$ cat config.mk
export PLATFORM = sky130hd
export DESIGN_NAME = bidir_shift_reg
export DESIGN_NICKNAME = d
export VERILOG_FILES = /design/src/rtl/shr_pkg.sv /design/src/rtl/shr_mode_decode.sv /design/src/rtl/shr_reg_core.sv /design/src/rtl/shr_port_ctrl.sv /design/src/rtl/bidir_shift_reg.sv
export SDC_FILE = /design/constraint.sdc
export NUM_CORES = 1
export LEC_CHECK = 0
export CORE_AREA = 2 2 39 41
export DETAILED_ROUTE_END_ITERATION = 12
export DIE_AREA = 0 0 41 43
export GPL_TIMING_DRIVEN = 0
export MAX_ROUTING_LAYER = met4
export PLACE_DENSITY = 0.75
export SLEW_MARGIN = 10
export SYNTH_ARGS = -nofsm -noshare
export SYNTH_HDL_FRONTEND = slang
export SYNTH_SLANG_ARGS = --single-unit
$ cat constraint.sdc
create_clock -name clk -period 1.5 [get_ports clk]
set_input_delay 0.45 -clock clk [delete_from_list [all_inputs] [get_ports clk]]
set_output_delay 0.45 -clock clk [all_outputs]
set_load 0.03 [all_outputs]
$ cat src/rtl/shr_pkg.sv
package shr_pkg;

    typedef enum logic [1:0] {
        MODE_HOLD  = 2'b00,
        MODE_SHUP  = 2'b01,
        MODE_SHDN  = 2'b10,
        MODE_LOAD  = 2'b11
    } mode_e;

    typedef struct packed {
        logic hold;
        logic shift_up;
        logic shift_dn;
        logic load;
    } op_t;

    function automatic op_t decode_op(input logic [1:0] sel);
        op_t o;
        o = '0;
        case (mode_e'(sel))
            MODE_HOLD: o.hold     = 1'b1;
            MODE_SHUP: o.shift_up = 1'b1;
            MODE_SHDN: o.shift_dn = 1'b1;
            default:   o.load     = 1'b1;
        endcase
        return o;
    endfunction

endpackage

$ cat src/rtl/shr_mode_decode.sv
module shr_mode_decode
    import shr_pkg::*;
(
    input  logic [1:0] mode_sel,
    output op_t        op
);
    always_comb begin
        op = decode_op(mode_sel);
    end
endmodule

$ cat src/rtl/shr_reg_core.sv
module shr_reg_core
    import shr_pkg::*;
#(
    parameter int WIDTH = 8
) (
    input  logic             clk,
    input  logic             clr_n,
    input  op_t              op,
    input  logic             ser_up,
    input  logic             ser_dn,
    input  logic [WIDTH-1:0] par_in,
    output logic [WIDTH-1:0] q
);
    localparam int TOP = WIDTH - 1;

    logic [WIDTH-1:0] d;

    for (genvar i = 0; i < WIDTH; i++) begin : g_stage
        logic from_lo;
        logic from_hi;
        if (i == 0) begin : g_lo_end
            assign from_lo = ser_up;
        end else begin : g_lo_mid
            assign from_lo = q[i-1];
        end
        if (i == TOP) begin : g_hi_end
            assign from_hi = ser_dn;
        end else begin : g_hi_mid
            assign from_hi = q[i+1];
        end

        always_comb begin
            if (op.hold)          d[i] = q[i];
            else if (op.shift_up) d[i] = from_lo;
            else if (op.shift_dn) d[i] = from_hi;
            else if (op.load)     d[i] = par_in[i];
            else                  d[i] = q[i];
        end
    end

    always_ff @(posedge clk or negedge clr_n) begin
        if (!clr_n) q <= '0;
        else        q <= d;
    end
endmodule

$ cat src/rtl/shr_port_ctrl.sv
module shr_port_ctrl (
    input  logic oe1_n,
    input  logic oe2_n,
    input  logic loading,
    output logic drive
);
    logic ctrl_ok;
    always_comb begin
        ctrl_ok = ~(oe1_n | oe2_n);
        drive   = ctrl_ok & ~loading;
    end
endmodule

$ cat src/rtl/bidir_shift_reg.sv
module bidir_shift_reg
    import shr_pkg::*;
#(
    parameter int WIDTH = 8
) (
    input  logic             clk,
    input  logic             clr_n,
    input  logic [1:0]       mode_sel,
    input  logic             ser_right_in,
    input  logic             ser_left_in,
    input  logic             oe1_n,
    input  logic             oe2_n,
    input  logic [WIDTH-1:0] port_in,
    output logic [WIDTH-1:0] port_out,
    output logic             port_oe,
    output logic             end_lo_out,
    output logic             end_hi_out
);
    localparam int TOP = WIDTH - 1;

    op_t              op;
    logic [WIDTH-1:0] q;

    shr_mode_decode u_dec (
        .mode_sel (mode_sel),
        .op       (op)
    );

    shr_reg_core #(.WIDTH(WIDTH)) u_core (
        .clk    (clk),
        .clr_n  (clr_n),
        .op     (op),
        .ser_up (ser_right_in),
        .ser_dn (ser_left_in),
        .par_in (port_in),
        .q      (q)
    );

    shr_port_ctrl u_port (
        .oe1_n   (oe1_n),
        .oe2_n   (oe2_n),
        .loading (op.load),
        .drive   (port_oe)
    );

    assign port_out   = q;
    assign end_lo_out = q[0];
    assign end_hi_out = q[TOP];
endmodule

### Word level (Yosys, flattened, before mapping)

Cells that the tools add are included.

| operators by class | value |
|---|---|
| equality and inequality tests | 3 |
| muxes and demuxes | 27 |
| bitwise operators | 4 |
| reduce and logical (&&, ||, !) cells | 3 |

Operators with widths:

| kind | count |
|---|---|
| 1-bit two-way mux | 27 |
| 3-bit by 1-bit inequality test with 1-bit output, second input constant | 1 |
| 3-bit OR reduction | 1 |
| 2-bit by 1-bit == test with 1-bit output, second input constant | 1 |
| 2-bit == test, second input constant | 1 |
| 2-bit zero test | 1 |
| 1-bit inverter | 2 |
| 2-bit AND reduction | 1 |
| 1-bit AND | 1 |
| 1-bit OR | 1 |

| word-level totals | value |
|---|---|
| flip-flop bits (word level) | 8 |
| input port bits | 16 |
| output and inout port bits | 11 |
| word-level logic and storage cells | 38 |

### Longest topological paths before layout

| logic depth | value |
|---|---|
| depth in word-level cells | 5 |
| depth in mapped cells | 2 |
| mapped depth without buffers | 1 |

### Cells and area by module

A second synthesis with hierarchy kept.

| unflattened totals | value |
|---|---|
| cells, all modules | 52 |
| area total of the unflattened synthesis | 588.1 µm² |

Modules (own cells, without submodules):

| module | times used | cells each | area each (µm²) | seq. area each (µm²) |
|---|---|---|---|---|
| shr_reg_core | 1 | 45 | 536.8 | 200.2 |
| shr_mode_decode | 1 | 4 | 26.3 | 0.0 |
| bidir_shift_reg | 1 | 2 | 15.0 | 0.0 |
| shr_port_ctrl | 1 | 1 | 10.0 | 0.0 |

### Worst setup path after synthesis

OpenSTA, ideal clock, no wires.

| timing | value |
|---|---|
| kind | input to output |
| start | input mode_sel[0] |
| end | output port_oe |
| arrival | 1.377 ns |
| data required time | 1.050 ns |
| slack | -0.327 ns |
| stages | 2 |
| path buffers | 1 |
| cells stage by stage | buf_6 -> a211oi_1 |

| on the way | value |
|---|---|
| word-level cells in the longest chain between the ends | 3 |
| elaborated cells on any way between the ends | 5 |
| those cells by class | 2 x eq/ne; 1 x bitwise; 2 x reduce/logical |

Ends and longest elaborated chain:

| element | RTL line | text |
|---|---|---|
| from (decl) | bidir_shift_reg.sv:8 | `input logic [1:0] mode_sel,` |
| 2-bit by 1-bit == test with 1-bit output (tied with other cells) | shr_pkg.sv:20 | `case (mode_e'(sel))` |
| 3-bit OR reduction (no line) * | n/a |  |
| 1-bit AND * | shr_port_ctrl.sv:10 | `drive = ctrl_ok & ~loading;` |
| to (decl) | bidir_shift_reg.sv:15 | `output logic port_oe,` |

Every way passes the cells marked *; elsewhere a longest branch is shown, timed or not.

### Final worst setup path

| timing | value |
|---|---|
| start | input oe2_n |
| end | output port_oe |

| on the way | value |
|---|---|
| word-level cells in the longest chain between the ends | 3 |

Ends and longest elaborated chain:

| element | RTL line | text |
|---|---|---|
| from (decl) | bidir_shift_reg.sv:12 | `input logic oe2_n,` |
| 1-bit OR | shr_port_ctrl.sv:9 | `ctrl_ok = ~(oe1_n \| oe2_n);` |
| 1-bit inverter | shr_port_ctrl.sv:9 |  |
| 1-bit AND | shr_port_ctrl.sv:10 |  |

Every way passes these cells.

==> results.py <==
metrics = {
    "cells_and_area": {
        "nFillCells": 125,
        "antenna_cells": 0,
        "design_area_um2": 676,
        "utilization": 0.488,
        "multiInputGateArea_um2": 200,
        "top_register": "u_core.q",
        "layout-drive-gt1-share": 0.542,
        "largest_register_ff_count": 8,
        "syn_to_final_growth_pct": 58.8,
        "reg_top3": "u_core.q: 8 flops",
        "fin_nets": 66,
        "final-seq-area_um2": 200,
    },
    "placement": {
        "port_buffers": 24,
        "postPlaceCellArea_um2": 698,
        "pre_cts_ws_ps": -738,
        "gp_routability_congestion": 0.754,
        "dp_hpwl_um": 818,
    },
    "flow_run": {
        "cap_violations": 0,
    },
    "setup_path": {
        "startpoint_type": "input port",
        "worstSetupEndpointType": "output pin",
        "worstPathMaxFanout": 1,
        "worst-setup-path-type": "in2out",
        "crit_required_ps": 1050,
        "critical_path_arrival_ps": 1020,
    },
    "clock_tree": {
        "clockBufferDepth": 2,
        "cts-root-buf": "clkbuf_4",
        "cts_tree": "done",
        "clk_latency_ps": 250,
        "htree_levels": 1,
        "cts_sinks": 8,
        "clk_pin_slew_worst_paths_ps": 60,
        "post_cts_buffers": 0,
        "cts_buffers": 3,
        "cts_hold_buf": 0,
    },
    "logic_synthesis": {
        "ys_ff_latch": 8,
        "ys_seq_area_frac": 0.471,
        "ys.warnings.count": 0,
        "syn_nets": 37,
        "syn_area_um2": 425,
        "synth_area_per_cell_um2": 20.3,
        "synth.distinct_cells": 5,
        "syn-instance-count": 21,
    },
    "floorplanning": {
        "rows": 14,
        "core_area_um2": 1380,
        "start_util": 0.307,
        "die_h_um": 43,
        "io_pins": 27,
        "die_w_um": 41,
        "dieArea_um2": 1760,
    },
    "route": {
        "wire_per_inst_um": 16.3,
        "drt_iter0_markers": 4,
        "vias": 310,
        "postRouteAntennaNets": 0,
        "routed_wirelength_mm": 1.04,
        "drc_errors": 0,
        "viasPerCell": 4.84,
        "dr.pass1.iters": 3,
    },
    "run_status": {
        "status": "finished clean",
    },
    "sta": {
        "fin_skew_ps": 2.23,
        "finalCritPeriodShare": 0.980,
        "final-hold-violation-count": 0,
        "max_slew_margin": 0.749,
        "rsz0062_at_grt": "no",
        "fin_crit_ps": 1470,
        "setup_violations": 0,
        "finalMaxSlewViolations": 0,
        "fmax_mhz": 680,
        "worst_pin_slew_ps": 376,
        "fin_ws_ps": 29.7,
    },
    "hold_path": {
        "hold_class": "in2async",
    },
    "grt": {
        "grtUsageTotal": 0.159,
        "antenna_found_initial": 0,
        "grt_max_degree": 10,
        "grt_pass1_wl_mm": 1.73,
        "grt_pass1_vias": 375,
        "grt.overflow.total": 0,
    },
    "power": {
        "leakage_uw": 0.000283,
        "worst_ir_drop_vdd_v": 0.000491,
        "power.density_nw_per_um2": 1210,
    },
}
cells by family (layout without fill, tap and decap cells):
kind of cell    count (synthesis)  after routing  share of synthesized area
buf+inv                         4             31                     0.0882
mux                             8              8                      0.424
flops                           8              8                      0.471
compound gates                  1              1                     0.0177
report_power, final:
group | leakage (µW) | switching [µW] | internal (µW) | total [µW]
clock network | 0.0000138 | 71.2 | 91.4 | 163
registers | 0.0000937 | 48.5 | 263 | 312
logic | 0.000176 | 179 | 162 | 341
total | 0.000283 | 299 | 517 | 815
Yosys cell counts:
cell type | instances | area (µm²)
a211oi_1 | 1 | 7.51
buf_4 | 2 | 15.0
mux4_2 | 8 | 180
dfrtp_1 | 8 | 200
buf_6 | 2 | 22.5
area by class of cell:
cell class / count / share of cell area
multi-input cells: 9 / 0.296
clock buffers: 3 / 0.0333
well taps: 16 / 0.0296
repair buffers: 24 / 0.289
plain buffers: 4 / 0.0556
flip-flops and latches: 8 / 0.296
through the flow:
stage	setup TNS (ps)	cells	hold WS [ps]	total power [µW]
after global routing	0	64	510	857
after detailed placement	-990	61	641	711
after floorplan	0	21	154	530
final	0	64	483	815
after CTS	-27.3	64	497	841
after global placement	-909	61	619	697
worst paths after layout:
kind	cells after the start	startpoint	slack, ps	to
setup reg to reg	1	u_core.q[3]	480	u_core.q[2]
max in group asynchronous	1	clr_n	750	u_core.q[2]
min in group clk	2	mode_sel[1]	550	u_core.q[5]
setup / recovery	3	oe2_n	30	port_oe
hold / removal	1	clr_n	480	u_core.q[6]
hold reg to reg	1	u_core.q[5]	650	u_core.q[5]
per-layer routing:
metal  GRT usage  share of wire  vias to the layer above
met5           -              0                        -
met4       0.120              0                        0
met3      0.0314          0.031                        0
met2       0.228           0.55                        9
met1       0.186           0.41                      161
li1            -              -                      140
cell usage in the layout, fill, tap and decap left out:
cell             netlist  final
clkbuf_4               0      3
dlygate4sd2_1          0      1
buf_6                  2      3
buf_2                  0      2
clkbuf_2               0      7
a211oi_4               0      1
clkdlybuf4s15_1        0      2
dfrtp_1                8      8
buf_4                  2      2
mux4_2                 8      8
clkdlybuf4s50_1        0     11
critical path, stage by stage:
cell and delay, ps:
dlygate4sd2_1 250, a211oi_4 160, buf_6 160
timing repair:
| action | CTS | global route |
|---|---|---|
| pin swaps | 0 | 1 |
| endpoints found under the setup margin | 11 | 8 |
| hold endpoints to repair | 0 | 0 |
| resized for setup | 33 | 10 |
Note: power is estimated with default switching activity, not from simulation.
